--- src/rtl/rtc_pkg.sv ---
// Package: shared constants, register map and BCD helpers for the RTC core.
// Assumes the time fields are stored as 8-bit packed BCD (tens in [7:4]).
package rtc_pkg;

    localparam int ADDR_W     = 3;
    localparam int DATA_W     = 8;
    localparam int NUM_FIELDS = 3;

    // Register addresses
    localparam logic [ADDR_W-1:0] ADR_SEC  = 3'd0;
    localparam logic [ADDR_W-1:0] ADR_MIN  = 3'd1;
    localparam logic [ADDR_W-1:0] ADR_HOUR = 3'd2;
    localparam logic [ADDR_W-1:0] ADR_CTRL = 3'd3;
    localparam logic [ADDR_W-1:0] ADR_STAT = 3'd4;

    // Control and status bit positions
    localparam int CTL_CLR  = 0;
    localparam int CTL_MASK = 1;
    localparam int CTL_PAGE = 2;
    localparam int STS_PEND = 0;
    localparam int STS_DROP = 1;

    typedef logic [7:0] bcd8_t;

    // Highest legal value of field idx (0 sec, 1 min, 2 hour)
    function automatic bcd8_t field_limit(int idx);
        return (idx == 2) ? 8'h23 : 8'h59;
    endfunction

    // Bits kept when software loads field idx
    function automatic bcd8_t field_mask(int idx);
        return (idx == 2) ? 8'h3F : 8'h7F;
    endfunction

    // Next value of a packed BCD counter that wraps after lim
    function automatic bcd8_t bcd_step(bcd8_t v, bcd8_t lim);
        bcd8_t r;
        if (v == lim)
            r = 8'h00;
        else if (v[3:0] >= 4'd9)
            r = {v[7:4] + 4'd1, 4'h0};
        else
            r = v + 8'd1;
        return r;
    endfunction

endpackage

--- src/rtl/rtc_prescaler.sv ---
// Module: binary prescaler that divides the 32.768 kHz enable to one tick
// per second. The tick fires when the count crosses its midpoint, so a clear
// to zero yields the first tick after half a period.
// Assumes clk_en is a single-cycle pulse; clr has priority over counting.
module rtc_prescaler #(
    parameter int PRESC_BITS = 15
) (
    input  logic                  clk,
    input  logic                  rst_n,
    input  logic                  clk_en,
    input  logic                  clr,
    output logic                  tick,
    output logic [PRESC_BITS-1:0] cnt
);

    localparam logic [PRESC_BITS-1:0] MID_LAST = {1'b0, {(PRESC_BITS-1){1'b1}}};

    // Tick on the enable that moves the count across the midpoint
    always_comb begin
        tick = clk_en && !clr && (cnt == MID_LAST);
    end

    // Prescaler count: reset, software clear, or advance on enable
    always_ff @(posedge clk) begin
        if (!rst_n)
            cnt <= '0;
        else if (clr)
            cnt <= '0;
        else if (clk_en)
            cnt <= cnt + 1'b1;
    end

endmodule

--- src/rtl/rtc_bcd_field.sv ---
// Module: one packed-BCD time field with wrap detection and a load port.
// Assumes load and inc never need to act in the same cycle (the register
// block suppresses loads on tick cycles); load has priority if they do.
module rtc_bcd_field
    import rtc_pkg::*;
#(
    parameter bcd8_t LIMIT = 8'h59,
    parameter bcd8_t MASK  = 8'h7F
) (
    input  logic  clk,
    input  logic  rst_n,
    input  logic  inc,
    input  logic  load,
    input  bcd8_t load_val,
    output bcd8_t value,
    output logic  wrap
);

    // Carry out when incrementing from the limit
    always_comb begin
        wrap = inc && (value == LIMIT);
    end

    // Field value: reset, software load, or BCD increment
    always_ff @(posedge clk) begin
        if (!rst_n)
            value <= 8'h00;
        else if (load)
            value <= load_val & MASK;
        else if (inc)
            value <= bcd_step(value, LIMIT);
    end

endmodule

--- src/rtl/rtc_timekeeper.sv ---
// Module: seconds, minutes and hours fields chained by a same-cycle carry.
// Assumes tick is a single-cycle pulse from the prescaler.
module rtc_timekeeper
    import rtc_pkg::*;
(
    input  logic                   clk,
    input  logic                   rst_n,
    input  logic                   tick,
    input  logic [NUM_FIELDS-1:0]  load,
    input  bcd8_t                  load_val,
    output bcd8_t [NUM_FIELDS-1:0] fields
);

    logic [NUM_FIELDS:0]   carry;
    logic [NUM_FIELDS-1:0] wrap;

    // Carry chain entry point
    always_comb begin
        carry[0] = tick;
    end

    generate
        for (genvar i = 0; i < NUM_FIELDS; i++) begin : g_field
            localparam bcd8_t LIM = field_limit(i);
            localparam bcd8_t MSK = field_mask(i);

            rtc_bcd_field #(
                .LIMIT(LIM),
                .MASK (MSK)
            ) u_field (
                .clk     (clk),
                .rst_n   (rst_n),
                .inc     (carry[i]),
                .load    (load[i]),
                .load_val(load_val),
                .value   (fields[i]),
                .wrap    (wrap[i])
            );

            // Forward this field's wrap as the next field's increment
            always_comb begin
                carry[i+1] = wrap[i];
            end
        end
    endgenerate

endmodule

--- src/rtl/rtc_regs.sv ---
// Module: register bank and bus decode. Holds control (prescaler clear,
// interrupt mask, page) and status (pending, dropped write), detects writes
// that collide with a tick, and muxes read data.
// Assumes a single-cycle write strobe and combinational reads.
module rtc_regs
    import rtc_pkg::*;
(
    input  logic                   clk,
    input  logic                   rst_n,
    input  logic                   wr_en,
    input  logic [ADDR_W-1:0]      addr,
    input  logic [DATA_W-1:0]      wdata,
    input  logic                   tick,
    input  bcd8_t [NUM_FIELDS-1:0] fields,
    output logic                   presc_clr,
    output logic                   irq_mask,
    output logic                   page,
    output logic                   pend,
    output logic                   drop,
    output logic [NUM_FIELDS-1:0]  field_load,
    output logic [DATA_W-1:0]      rdata
);

    logic tick_q;
    logic collide;
    logic time_hit;
    logic time_wr;
    logic ctrl_wr;
    logic stat_wr;

    // Decode write targets and the collision window
    always_comb begin
        time_hit = 1'b0;
        for (int i = 0; i < NUM_FIELDS; i++) begin
            if (addr == ADDR_W'(i))
                time_hit = 1'b1;
        end
        collide = tick || tick_q;
        time_wr = wr_en && time_hit && !page;
        ctrl_wr = wr_en && (addr == ADR_CTRL);
        stat_wr = wr_en && (addr == ADR_STAT);
    end

    // Per-field load strobes, blocked inside the collision window
    always_comb begin
        for (int i = 0; i < NUM_FIELDS; i++) begin
            field_load[i] = time_wr && !collide && (addr == ADDR_W'(i));
        end
    end

    // Delay the tick by one cycle to extend the collision window
    always_ff @(posedge clk) begin
        if (!rst_n)
            tick_q <= 1'b0;
        else
            tick_q <= tick;
    end

    // Control register: clear bit self-clears, mask and page are held
    always_ff @(posedge clk) begin
        if (!rst_n) begin
            presc_clr <= 1'b0;
            irq_mask  <= 1'b1;
            page      <= 1'b0;
        end else begin
            presc_clr <= ctrl_wr && wdata[CTL_CLR];
            if (ctrl_wr) begin
                irq_mask <= wdata[CTL_MASK];
                page     <= wdata[CTL_PAGE];
            end
        end
    end

    // Pending flag: set by tick, cleared by writing 1, set wins
    always_ff @(posedge clk) begin
        if (!rst_n)
            pend <= 1'b0;
        else if (tick)
            pend <= 1'b1;
        else if (stat_wr && wdata[STS_PEND])
            pend <= 1'b0;
    end

    // Dropped-write flag: set by a colliding time write, cleared by writing 1
    always_ff @(posedge clk) begin
        if (!rst_n)
            drop <= 1'b0;
        else if (time_wr && collide)
            drop <= 1'b1;
        else if (stat_wr && wdata[STS_DROP])
            drop <= 1'b0;
    end

    // Read data multiplexer
    always_comb begin
        rdata = '0;
        for (int i = 0; i < NUM_FIELDS; i++) begin
            if (addr == ADDR_W'(i) && !page)
                rdata = fields[i];
        end
        if (addr == ADR_CTRL)
            rdata = {{(DATA_W-3){1'b0}}, page, irq_mask, presc_clr};
        if (addr == ADR_STAT)
            rdata = {{(DATA_W-2){1'b0}}, drop, pend};
    end

endmodule

--- src/rtl/rtc_core.sv ---
// Module: top of the real-time-clock core. Joins the prescaler, the time
// fields and the register bank; drives the level interrupt.
// Assumes clk_en pulses at 32.768 kHz when PRESC_BITS is 15.
module rtc_core
    import rtc_pkg::*;
#(
    parameter int PRESC_BITS = 15
) (
    input  logic              clk,
    input  logic              rst_n,
    input  logic              clk_en,
    input  logic              wr_en,
    input  logic [ADDR_W-1:0] addr,
    input  logic [DATA_W-1:0] wdata,
    output logic [DATA_W-1:0] rdata,
    output logic              irq
);

    logic                   tick;
    logic                   presc_clr;
    logic [PRESC_BITS-1:0]  presc_cnt;
    logic                   irq_mask;
    logic                   page;
    logic                   pend;
    logic                   drop;
    logic [NUM_FIELDS-1:0]  field_load;
    bcd8_t [NUM_FIELDS-1:0] fields;

    rtc_prescaler #(
        .PRESC_BITS(PRESC_BITS)
    ) u_presc (
        .clk   (clk),
        .rst_n (rst_n),
        .clk_en(clk_en),
        .clr   (presc_clr),
        .tick  (tick),
        .cnt   (presc_cnt)
    );

    rtc_timekeeper u_time (
        .clk     (clk),
        .rst_n   (rst_n),
        .tick    (tick),
        .load    (field_load),
        .load_val(wdata),
        .fields  (fields)
    );

    rtc_regs u_regs (
        .clk       (clk),
        .rst_n     (rst_n),
        .wr_en     (wr_en),
        .addr      (addr),
        .wdata     (wdata),
        .tick      (tick),
        .fields    (fields),
        .presc_clr (presc_clr),
        .irq_mask  (irq_mask),
        .page      (page),
        .pend      (pend),
        .drop      (drop),
        .field_load(field_load),
        .rdata     (rdata)
    );

    // Interrupt request while pending and unmasked
    always_comb begin
        irq = pend && !irq_mask;
    end

endmodule

--- config.mk ---
export PLATFORM = sky130hd
export DESIGN_NAME = rtc_core
export DESIGN_NICKNAME = d
export VERILOG_FILES = /design/src/rtl/rtc_pkg.sv /design/src/rtl/rtc_prescaler.sv /design/src/rtl/rtc_bcd_field.sv /design/src/rtl/rtc_timekeeper.sv /design/src/rtl/rtc_regs.sv /design/src/rtl/rtc_core.sv
export SDC_FILE = /design/constraint.sdc
export NUM_CORES = 1
export LEC_CHECK = 0
export ABC_AREA = 1
export BUFFER_PORTS_ARGS = -buffer_cell sky130_fd_sc_hd__buf_2
export CAP_MARGIN = 20
export CORE_UTILIZATION = 50
export DETAILED_ROUTE_END_ITERATION = 12
export GPL_TIMING_DRIVEN = 0
export PLACE_DENSITY = 0.74
export SYNTH_ARGS = -nofsm -noshare
export SYNTH_HDL_FRONTEND = slang
export SYNTH_SLANG_ARGS = --single-unit
--- constraint.sdc ---
create_clock -name clk -period 2.8 [get_ports clk]
set_input_delay 0.42 -clock clk [delete_from_list [all_inputs] [get_ports clk]]
set_output_delay 0.42 -clock clk [all_outputs]
set_load 0.05 [all_outputs]
==> summary.log <==
[setup_path] launching element of the worst setup path addr[2]
[layout] count of inserted antenna diode cells 0
[drt] wire length per cell 13.7 um
[drt] overall routed net length 8390 um
[power] Leakage 1.71 nW
[setup_path] flop2flop setup slack 0.93 ns
[cts] number of sinks handled by clock tree synthesis 45
[min_path] HP Start wdata[0]
[drt] Post-DRT Antenna Nets 0
[drt] iteration-0 DRC count of the detailed router 201
[die] chip height 82.7 um
[timing] final setup slack of the worst path 0.377 ns
[die] die outline width 82.7 um
[timing] time the worst path needs with I/O delays and setup 2.42 ns
[synth] number of distinct library cells after synthesis 41
[layout] cell area after layout 3580 um^2
[setup_path] cells on worst reg2reg path 12
[global_routing] first-pass GRT wire length 13,400 um
[timing] post-route clock period utilization 86.5%
[drt] number of detailed-routing iterations run before antenna repair 6
[synth] post-synth net total 536
[setup_path] beginning of the worst register-to-register path u_presc.cnt[0]$_SDFFE_PP0P_
[setup_path] startpoint kind of the worst setup timing path primary input
[timing] sum of negative setup slack 0 ns
[cts] clock slew at the register clock pins of the worst setup and hold paths 0.09 ns
[die] number of core rows 29
[synth] fraction of post-synthesis cell area in the top cell type by area 27.7%
[timing] final setup vio count 0
[timing] slew at the pin with the worst max-slew slack 0.614 ns
[synth] library cell occupying the most area in the post-synthesis netlist sky130_fd_sc_hd__dfxtp_1
[die] initial core utilization 51.6%
[setup_path] chain of cells forming the critical path buf_2 -> nor3_4 -> nand2_1 -> inv_2 -> nand2_1 -> o21ai_1 -> a21oi_1 -> o221ai_1 -> buf_2
[die] Die ar. 6840 um^2
[setup_path] data arrival time of the critical path 2.00 ns
[die] number of I/O pins 24
[cts] buffers from clock root to sink, at most 2
[setup_path] Levels on crit path 9
[cts] post-CTS setup buffers 0
[die] core area 6310 um^2
[cts] CTS-repair resized insts 0
[drt] via count 3,301
[synth] Yosys reg bits 45
[setup_path] kind of end point of the critical path output pin
[place] worst setup slack before clock tree synthesis 0.410 ns
[synth] top cells by area, synth sky130_fd_sc_hd__dfxtp_1 (28%), sky130_fd_sc_hd__nand2_1 (11%), sky130_fd_sc_hd__nor2_1 (10%)
[cts] H-Tree Depth 2
[setup_path] highest fanout seen on the critical path 9
[synth] leading cell types by count after synthesis sky130_fd_sc_hd__nand2_1 (95), sky130_fd_sc_hd__nor2_1 (90), sky130_fd_sc_hd__inv_1 (71)
[layout] ratio of cells with drive above 1 in the final layout 13.3%
[synth] most frequent cell after synthesis sky130_fd_sc_hd__nand2_1
[setup_path] FF-to-FF End u_time.g_field[2].u_field.value[4]$_SDFFE_PN0P_
[cts] total clock buffers created by CTS 5
[synth] Post-synth EDFFs 0
[synth] main flop type after synthesis sky130_fd_sc_hd__dfxtp_1
[setup_path] required time at the worst-slack endpoint 2.38 ns
[synth] post-synthesis cell area 3260 um^2
[place] total half-perimeter wirelength after legalization and detailed placement 6420 um
[status] result of the run completed
[synth] proportion of register bits with asynchronous set or reset after synthesis 0%
[global_routing] total congestion overflow after global routing 0
[setup_path] endpoint of the most critical setup path rdata[0]
[timing] upper clock frequency limit 0.413 GHz
[job] number of max-cap violations 0
[power] VDD IR max 210 uV
[setup_path] slowest cell delay on critical path 0.45 ns
[drt] number of remaining DRC errors 0
[place] count of input and output buffers 22
[global_routing] largest net degree at the start of global routing 17
[place] post-place instance area 3460 um^2
[cts] clock latency at the later pin of the worst-skew pair 0.31 ns
[synth] post-synthesis sequential area ratio 27.7%
[timing] unrepaired setup endpoints after global routing no
[synth] count of mapped cells out of synthesis 505
[min_path] Hold/Removal Path Class primary input to register
[global_routing] vias in the first global route 2,890
[cts] hold bufs inserted after CTS 0
[layout] Finished Core Util 56.7%
[layout] area grow syn2layout 9.92%
[cts] clock tree from TritonCTS done
[setup_path] type of the worst setup path primary input to output pin
[setup_path] Worst Path Buf+Inv 3
[place] gp weighted congestion 0.930
[global_routing] number of antenna violations at the first check in global routing 0
[power] ratio of total power to cell area 364 nW/um^2
[drt] detail-routed via count per cell 5.39
[layout] Post-layout nets 565
[synth] Avg Cell Area, Syn 6.45 um^2
[timing] Final Hold Vio Count 0
[setup_path] Slowest cell on crit path sky130_fd_sc_hd__nor3_4
[setup_path] CP delay by family, top simple AND/OR/NAND/NOR gates
[cts] clock tree root driver cell sky130_fd_sc_hd__clkbuf_8
[timing] number of max-slew violations in the final report 0
[timing] Hold WS 0.407 ns
[global_routing] Overall Global Routing Usage 26.1%
[timing] Worst Clk Skew 0.0106 ns
[timing] worst rel slew slack 58.8%
[synth] yosys warns 0
## layout by cell type (no fill, tap or decap), types with 13 or more instances in the layout
cell type and n:
sky130_fd_sc_hd__nand4_1 28, sky130_fd_sc_hd__a21oi_1 26, sky130_fd_sc_hd__ha_1 16, sky130_fd_sc_hd__dfxtp_1 45, sky130_fd_sc_hd__nor2_1 90, sky130_fd_sc_hd__buf_2 25
sky130_fd_sc_hd__inv_1 71, sky130_fd_sc_hd__nand3_1 34, sky130_fd_sc_hd__nand2_1 95, sky130_fd_sc_hd__o21ai_0 13
## worst min-delay path by stage
stage,cells past startpoint,end
floorplan,2,u_time.g_field[0].u_field.value[7]$_SDFFE_PP0P_
global placement,2,u_time.g_field[0].u_field.value[7]$_SDFFE_PP0P_
detailed placement,2,u_time.g_field[0].u_field.value[7]$_SDFFE_PP0P_
CTS,3,u_regs.presc_clr$_SDFF_PN0_
global route,3,u_regs.presc_clr$_SDFF_PN0_
finish,3,u_regs.presc_clr$_SDFF_PN0_
## final cells by class
type / count / area, um^2
fill: 616 / 2740
buffer: 7 / 37.5
tap: 77 / 96.3
sequential: 45 / 901
timing repair buffer: 22 / 110
multi-input combinational: 373 / 2010
clock buffer: 5 / 68.8
inverter: 80 / 305
clock inverter: 3 / 47.5
## stage by stage
step | instances | power [mW]
floorplan | 505 | 0.743
global placement | 604 | 0.786
detailed placement | 604 | 0.789
CTS | 612 | 1.31
global route | 612 | 1.35
finish | 612 | 1.30
## flip-flops by register name (all words and copies together) (netlist names)
register	flops
u_presc.cnt	15
u_regs.presc_clr	1
u_regs.tick_q	1
u_regs.irq_mask	1
u_regs.drop	1
u_time.g_field.u_field.value	24
u_regs.page	1
u_regs.pend	1
## cells by family (layout without fill, tap and decap cells)
group                    count (synthesis)  in the layout  synth area share (%)
AND/OR/NAND/NOR                        289            289                  42.7
adder cells (fa/ha/maj)                 16             16                  6.15
AO/OA/AOI/OAI                           58             58                  10.3
XOR/XNOR                                10             10                  2.69
flip-flops                              45             45                  27.7
buffers and inverters                   87            117                  10.5
## routing by layer
metal  track usage, %  vias up  part of all wire, %
met1             32.8     1482                   44
met2             44.8      100                   48
met4             7.76        0                  2.4
met3             5.16       23                  5.5
met5                0        -                    0
li1                 -     1696                    -
## worst reg2reg max path: cells and delay by family (launching register included)
| kind | cells | cell delay, ns |
|---|---|---|
| flip-flops | 1 | 0.40 |
| adder cells (fa/ha/maj) | 1 | 0.22 |
| AND/OR/NAND/NOR | 9 | 0.96 |
| buffers and inverters | 2 | 0.16 |
## power breakdown
part	switching [mW]	internal [mW]
combinational	0.0884	0.0322
clock	0.256	0.273
sequential	0.00831	0.647
total	0.352	0.952
Power figures use the tool's default switching activity.
